--- src/rtl/gpio_bank_pkg.sv ---
package gpio_bank_pkg;
  localparam int APB_AW    = 8;
  localparam int APB_DW    = 32;
  localparam int MAX_PORTS = 4;

  localparam logic [7:0] OFS_DATA0   = 8'h00;
  localparam logic [7:0] OFS_DIR0    = 8'h04;
  localparam logic [7:0] PORT_STRIDE = 8'h0C;
  localparam logic [7:0] OFS_PIN0    = 8'h50;
  localparam logic [7:0] PIN_STRIDE  = 8'h04;
  localparam logic [7:0] OFS_IEN     = 8'h30;
  localparam logic [7:0] OFS_DEB     = 8'h48;

  typedef enum logic [3:0] {
    SEL_NONE, SEL_DATA, SEL_DIR, SEL_PIN, SEL_IEN, SEL_IMASK,
    SEL_ITYPE, SEL_IPOL, SEL_ISTAT, SEL_DEB, SEL_EOI
  } reg_sel_e;

  typedef struct packed {
    reg_sel_e   sel;
    logic [1:0] port;
  } reg_hit_t;

  // Offset decode; the strap moves five of the interrupt registers.
  function automatic reg_hit_t decode_addr(input logic [7:0] a, input logic alt,
                                           input int nports);
    reg_hit_t h;
    h.sel  = SEL_NONE;
    h.port = '0;
    for (int p = 0; p < MAX_PORTS; p++) begin
      if (p < nports) begin
        if (a == OFS_DATA0 + 8'(p) * PORT_STRIDE) begin
          h.sel = SEL_DATA; h.port = 2'(p);
        end
        if (a == OFS_DIR0 + 8'(p) * PORT_STRIDE) begin
          h.sel = SEL_DIR; h.port = 2'(p);
        end
        if (a == OFS_PIN0 + 8'(p) * PIN_STRIDE) begin
          h.sel = SEL_PIN; h.port = 2'(p);
        end
      end
    end
    if (a == OFS_IEN) h.sel = SEL_IEN;
    if (a == OFS_DEB) h.sel = SEL_DEB;
    if (alt) begin
      case (a)
        8'h44:   h.sel = SEL_IMASK;
        8'h34:   h.sel = SEL_ITYPE;
        8'h38:   h.sel = SEL_IPOL;
        8'h3C:   h.sel = SEL_ISTAT;
        8'h40:   h.sel = SEL_EOI;
        default: ;
      endcase
    end else begin
      case (a)
        8'h34:   h.sel = SEL_IMASK;
        8'h38:   h.sel = SEL_ITYPE;
        8'h3C:   h.sel = SEL_IPOL;
        8'h40:   h.sel = SEL_ISTAT;
        8'h4C:   h.sel = SEL_EOI;
        default: ;
      endcase
    end
    return h;
  endfunction
endpackage

--- src/rtl/gpio_sync2.sv ---
module gpio_sync2 #(
  parameter int W = 32
) (
  input  logic         clk,
  input  logic         rst_n,
  input  logic [W-1:0] d,
  output logic [W-1:0] q
);
  logic [W-1:0] meta;

  always_ff @(posedge clk or negedge rst_n) begin
    if (!rst_n) begin
      meta <= '0;
      q    <= '0;
    end else begin
      meta <= d;
      q    <= meta;
    end
  end
endmodule

--- src/rtl/gpio_debounce.sv ---
module gpio_debounce #(
  parameter int W     = 32,
  parameter int TICKS = 4
) (
  input  logic         clk,
  input  logic         rst_n,
  input  logic         tick,
  input  logic [W-1:0] din,
  output logic [W-1:0] dout
);
  localparam int CW = (TICKS > 1) ? $clog2(TICKS) : 1;
  localparam logic [CW-1:0] LAST = CW'(TICKS - 1);

  function automatic logic settle_done(input logic [CW-1:0] c);
    return c == LAST;
  endfunction

  for (genvar i = 0; i < W; i++) begin : g_line
    logic [CW-1:0] cnt;
    logic          acc;

    always_ff @(posedge clk or negedge rst_n) begin
      if (!rst_n) begin
        cnt <= '0;
        acc <= 1'b0;
      end else if (din[i] == acc) begin
        cnt <= '0;
      end else if (tick) begin
        if (settle_done(cnt)) begin
          acc <= din[i];
          cnt <= '0;
        end else begin
          cnt <= cnt + 1'b1;
        end
      end
    end

    assign dout[i] = acc;
  end
endmodule

--- src/rtl/gpio_irq_unit.sv ---
module gpio_irq_unit #(
  parameter int W = 32
) (
  input  logic         clk,
  input  logic         rst_n,
  input  logic [W-1:0] lvl,
  input  logic [W-1:0] en,
  input  logic [W-1:0] mask,
  input  logic [W-1:0] typ,
  input  logic [W-1:0] pol,
  input  logic         eoi_stb,
  input  logic [W-1:0] eoi_val,
  output logic [W-1:0] status,
  output logic [W-1:0] edge_latch,
  output logic [W-1:0] edge_ev,
  output logic         irq
);
  function automatic logic [W-1:0] edge_hit(input logic [W-1:0] cur,
                                            input logic [W-1:0] prv,
                                            input logic [W-1:0] p);
    return (p & cur & ~prv) | (~p & ~cur & prv);
  endfunction

  function automatic logic [W-1:0] level_hit(input logic [W-1:0] cur,
                                             input logic [W-1:0] p);
    return ~(cur ^ p);
  endfunction

  logic [W-1:0] prev_q, latch_q, clr, raw;

  assign clr     = eoi_stb ? eoi_val : '0;
  assign edge_ev = en & ~typ & edge_hit(lvl, prev_q, pol);

  always_ff @(posedge clk or negedge rst_n) begin
    if (!rst_n) begin
      prev_q  <= '0;
      latch_q <= '0;
    end else begin
      prev_q  <= lvl;
      latch_q <= en & ~typ & ((latch_q & ~clr) | edge_ev);
    end
  end

  assign raw        = (typ & level_hit(lvl, pol)) | (~typ & latch_q);
  assign status     = raw & en & ~mask;
  assign edge_latch = latch_q;
  assign irq        = |status;
endmodule

--- src/rtl/gpio_apb_bank.sv ---
module gpio_apb_bank #(
  parameter int NP       = 4,
  parameter int W        = 32,
  parameter int DB_TICKS = 4
) (
  input  logic                             pclk,
  input  logic                             presetn,
  input  logic                             psel,
  input  logic                             penable,
  input  logic                             pwrite,
  input  logic [gpio_bank_pkg::APB_AW-1:0] paddr,
  input  logic [gpio_bank_pkg::APB_DW-1:0] pwdata,
  output logic [gpio_bank_pkg::APB_DW-1:0] prdata,
  output logic                             pready,
  input  logic                             alt_layout,
  input  logic                             db_tick,
  input  logic [NP*W-1:0]                  pad_in,
  output logic [NP*W-1:0]                  pad_out,
  output logic [NP*W-1:0]                  pad_oe,
  output logic                             irq
);
  import gpio_bank_pkg::*;

  localparam int PW = NP * W;

  logic [NP-1:0][W-1:0] reg_data, reg_dir, pad_sync;
  logic [W-1:0] int_en, int_mask, int_type, int_pol, deb_en;
  logic [W-1:0] db_out, line_a, status, edge_latch, edge_ev, eoi_val, rd_word;
  logic         wr_stb, eoi_stb;
  reg_hit_t     hit;

  gpio_sync2 #(.W(PW)) u_sync (
    .clk(pclk), .rst_n(presetn), .d(pad_in), .q(pad_sync)
  );

  gpio_debounce #(.W(W), .TICKS(DB_TICKS)) u_deb (
    .clk(pclk), .rst_n(presetn), .tick(db_tick),
    .din(pad_sync[0]), .dout(db_out)
  );

  assign line_a = (deb_en & db_out) | (~deb_en & pad_sync[0]);

  assign hit     = decode_addr(paddr, alt_layout, NP);
  assign wr_stb  = psel & penable & pwrite;
  assign eoi_stb = wr_stb && (hit.sel == SEL_EOI);
  assign eoi_val = pwdata[W-1:0];

  gpio_irq_unit #(.W(W)) u_irq (
    .clk(pclk), .rst_n(presetn), .lvl(line_a),
    .en(int_en), .mask(int_mask), .typ(int_type), .pol(int_pol),
    .eoi_stb(eoi_stb), .eoi_val(eoi_val),
    .status(status), .edge_latch(edge_latch), .edge_ev(edge_ev), .irq(irq)
  );

  always_ff @(posedge pclk or negedge presetn) begin
    if (!presetn) begin
      reg_data <= '0;
      reg_dir  <= '0;
      int_en   <= '0;
      int_mask <= '0;
      int_type <= '0;
      int_pol  <= '0;
      deb_en   <= '0;
    end else if (wr_stb) begin
      case (hit.sel)
        SEL_DATA:  reg_data[hit.port] <= pwdata[W-1:0];
        SEL_DIR:   reg_dir[hit.port]  <= pwdata[W-1:0];
        SEL_IEN:   int_en   <= pwdata[W-1:0];
        SEL_IMASK: int_mask <= pwdata[W-1:0];
        SEL_ITYPE: int_type <= pwdata[W-1:0];
        SEL_IPOL:  int_pol  <= pwdata[W-1:0];
        SEL_DEB:   deb_en   <= pwdata[W-1:0];
        default:   ;
      endcase
    end
  end

  always_comb begin
    rd_word = '0;
    case (hit.sel)
      SEL_DATA:  rd_word = reg_data[hit.port];
      SEL_DIR:   rd_word = reg_dir[hit.port];
      SEL_PIN:   rd_word = (hit.port == 2'd0) ? line_a : pad_sync[hit.port];
      SEL_IEN:   rd_word = int_en;
      SEL_IMASK: rd_word = int_mask;
      SEL_ITYPE: rd_word = int_type;
      SEL_IPOL:  rd_word = int_pol;
      SEL_ISTAT: rd_word = status;
      SEL_DEB:   rd_word = deb_en;
      default:   rd_word = '0;
    endcase
  end

  assign prdata  = (psel && !pwrite) ? APB_DW'(rd_word) : '0;
  assign pready  = 1'b1;
  assign pad_out = reg_data;
  assign pad_oe  = reg_dir;
endmodule

--- config.mk ---
export PLATFORM = sky130hd
export DESIGN_NAME = gpio_apb_bank
export DESIGN_NICKNAME = d
export VERILOG_FILES = /design/src/rtl/gpio_bank_pkg.sv /design/src/rtl/gpio_sync2.sv /design/src/rtl/gpio_debounce.sv /design/src/rtl/gpio_irq_unit.sv /design/src/rtl/gpio_apb_bank.sv
export SDC_FILE = /design/constraint.sdc
export NUM_CORES = 1
export LEC_CHECK = 0
export BUFFER_PORTS_ARGS = -buffer_cell sky130_fd_sc_hd__buf_2
export CAP_MARGIN = 0
export CORE_UTILIZATION = 41
export CTS_BUF_LIST = sky130_fd_sc_hd__clkbuf_4 sky130_fd_sc_hd__clkbuf_8 sky130_fd_sc_hd__clkbuf_16
export DETAILED_ROUTE_END_ITERATION = 12
export PLACE_DENSITY = 0.61
export SLEW_MARGIN = 40
export SYNTH_ARGS = -nofsm -noshare
export SYNTH_HDL_FRONTEND = slang
export SYNTH_SLANG_ARGS = --single-unit
--- constraint.sdc ---
create_clock -name pclk -period 5.56 [get_ports pclk]
set_clock_uncertainty 0.15 [all_clocks]
set_input_delay 1.39 -clock pclk [delete_from_list [all_inputs] [get_ports pclk]]
set_output_delay 1.39 -clock pclk [all_outputs]
set_load 0.005 [all_outputs]
==> impl_metrics.json <==
{
  "grt_pass1_vias": 26900,
  "reg2reg_from": "deb_en[4]",
  "period_share_pct": 103,
  "start_kind": "input port",
  "worst_pin_slew_ns": 1.05,
  "crit_type": "in -> out",
  "synth_top_area_share_pct": 57.8,
  "ctsHtreeMaxLevel": 3,
  "synth_common_cells": "dfrtp_1, mux2_2, nor2_1",
  "drive_gt1_share_pct": 40.3,
  "cp_num_buf_inv": 8,
  "first_iter_violations": 2535,
  "ant_nets": 0,
  "vdd_drop_max_mv": 0.224,
  "insertion_delay_ns": 0.68,
  "ctsLongestPathBuffers": 3,
  "port_buffers": 463,
  "core_sq_um": 86900,
  "viasPerCell": 5.70,
  "hold_buffers": 0,
  "status": "finished with violations",
  "p_leak_uw": 0.0229,
  "synth.most_common_cell": "dfrtp_1",
  "dp.cells": 4572,
  "synth_edf_count": 0,
  "critPathSlowestCell": "a222oi_1",
  "rows": 108,
  "final_cells": 4827,
  "vias": 27500,
  "hold_ws_ns": 0.173,
  "io_pins": 465,
  "syn_avg_cell_area_sq_um": 12.5,
  "finalWirelength_um": 130000,
  "drc": 0,
  "syn_area_sq_um": 36000,
  "critPathLaunch": "paddr[2]",
  "fin_setup_tns_ns": -1.03,
  "ys_types": 92,
  "powerDensity_nw_per_um2": 312,
  "setup_slack_ns": -0.143,
  "report.final.setup_viol": 18,
  "critical_path.top_delay_family": "compound AO/OA/AOI/OAI gates",
  "synth-seq-cells": 832,
  "holdCritPathClass": "reg -> reg",
  "grt_use_total_pct": 28.5,
  "max_slew_margin_pct": 28.4,
  "die_x_um": 298,
  "cp.arrival_ns": 4.16,
  "grt_pass1_wl_um": 187000,
  "yosys_warnings": 0,
  "wl_per_cell_um": 26.8,
  "dr.pass1.iters": 8,
  "die_y_um": 298,
  "cts.sinks": 832,
  "die_area_sq_um": 89100,
  "rsz0062_at_grt": "true",
  "syn_to_final_growth_pct": 31.6,
  "maxCapViolations": 0,
  "max_freq_ghz": 0.175,
  "crit_chain": "buf_12 -> buf_8 -> buf_6 -> nand2_4 -> o21bai_4 -> a32o_2 -> buf_12 -> buf_12 -> buf_8 -> a222oi_1 -> a21oi_2 -> nor4_2 -> buf_4 -> a31oi_4 -> buf_2",
  "initial_utilization_pct": 41.5,
  "period_needed_ns": 5.70,
  "root_buffer": "clkbuf_16",
  "syn-num-nets": 3146,
  "min-delay-start": "u_sync.meta[61]",
  "cp_common_cell": "buf_12",
  "antenna_found_initial": 18,
  "cp_data_required_time_ns": 4.02,
  "syn_inst": 2875,
  "yosys-top-cells-area": "dfrtp_1, mux2_2, mux2i_1",
  "slew_violations": 0,
  "finalNetCount": 3862,
  "synthFlopType": "dfrtp_1",
  "violations": "negative setup slack",
  "synth-async-reset-ratio_pct": 100,
  "grt_max_degree": 114,
  "nFillCells": 7352,
  "worst-path-max-fanout": 7,
  "synth_top_area_cell": "dfrtp_1",
  "dp_hpwl_um": 94000,
  "overflow": 0,
  "finalHoldViolCount": 0,
  "place_congestion": 0.950,
  "critical_path.max_stage_delay_ns": 0.60,
  "ys_seq_area_share_pct": 57.8,
  "cts.clk_slew.worst_paths_ns": 0.06,
  "cp-end-kind": "output pin",
  "numCtsBuffers": 90,
  "cts_tree": "done"
}
metal layers:
metal	global-route usage (%)	vias to the layer above	share of wire, %
li1	-	11900	-
met5	0	-	0.082
met1	40.4	14200	43
met3	6.67	228	8.2
met2	43.0	1178	45
met4	9.68	16	3.2
sequential cells by signal (all words and copies together) (netlist names):
| name | count |
|---|---|
| u_deb.g_line.acc | 32 |
| int_type | 32 |
| u_sync.meta | 128 |
| pad_oe | 128 |
| u_deb.g_line.cnt | 64 |
| u_irq.prev_q | 32 |
| u_irq.edge_latch | 32 |
| int_mask | 32 |
| pad_out | 128 |
| int_en | 32 |
| deb_en | 32 |
| int_pol | 32 |
| u_sync.q | 128 |
worst reg2reg max path: stages (launching register included):
cell and delay [ns]:
dfrtp_1 0.50, mux2i_1 0.63, inv_1 0.20, ha_1 0.24
mux2i_1 0.12, a211oi_1 0.09
cell families (layout without fill, tap and decap cells):
logic type / after synthesis / count (layout) / share of synthesized area, %
multiplexers: 521 / 521 / 15.7
buffers and inverters: 327 / 1120 / 4.04
flip-flops: 832 / 832 / 57.8
other: 1 / 5 / 0.0104
AND/OR/NAND/NOR: 509 / 509 / 6.91
XOR/XNOR: 34 / 34 / 0.826
AO/OA/AOI/OAI: 555 / 555 / 11.4
adder cells (fa/ha/maj): 96 / 96 / 3.33
path summary, 6_finish.rpt:
path,slack [ns],endpoint,cells past startpoint
max in group asynchronous,3.48,u_sync.q[4],3
min in group asynchronous,0.48,pad_oe[87],1
max reg2reg,3.51,u_irq.edge_latch[4],5
min reg2reg,0.17,u_sync.q[61],0
min,0.17,u_sync.q[61],0
max,-0.14,prdata[11],15
cell type report:
| cell class | instances | area, sq um | area share [%] |
|---|---|---|---|
| well taps | 1155 | 1450 | 3.05 |
| multi-input cells | 1716 | 15200 | 32.1 |
| diodes | 4 | 10.0 | 0.0211 |
| clock buffers | 124 | 2650 | 5.58 |
| flip-flops and latches | 832 | 20800 | 43.9 |
| clock inverters | 45 | 581 | 1.22 |
| repair buffers | 821 | 6200 | 13.1 |
| inverters | 130 | 495 | 1.04 |
placed cells by master (no fill, tap or decap), types with 58 or more instances in the layout:
cell type  count
buf_2        447
buf_4        247
clkbuf_16     96
dfrtp_1      832
ha_1          96
inv_1        129
mux2_1        58
mux2_2       310
mux2i_1      153
nand2_1      152
nand3_1       71
nor2_1       154
o21ai_0       99
timing repair:
item | 4_1_cts | 5_1_grt
resized for setup | 186 | 152
endpoints found under the setup margin | 33 | 33
gates cloned | 6 | 3
setup buffers | 37 | 43
pin swaps | 49 | 86
power breakdown:
group | switching, uW | internal [uW]
combinational | 856 | 699
sequential | 308 | 6500
clock | 2580 | 3870
total | 3740 | 11100
stage by stage:
stage,worst slack (ns),total power [uW],utilization [%],cell area (sq um)
finish,-0.143,14800,54.6,47400
global route,-0.132,15400,54.6,47400
CTS,-0.121,14900,53.1,46200
detailed placement,-0.636,8340,47.8,41500
global placement,-0.693,8280,47.7,41400
floorplan,0.320,7670,-,36000
Power figures use the tool's default switching activity.
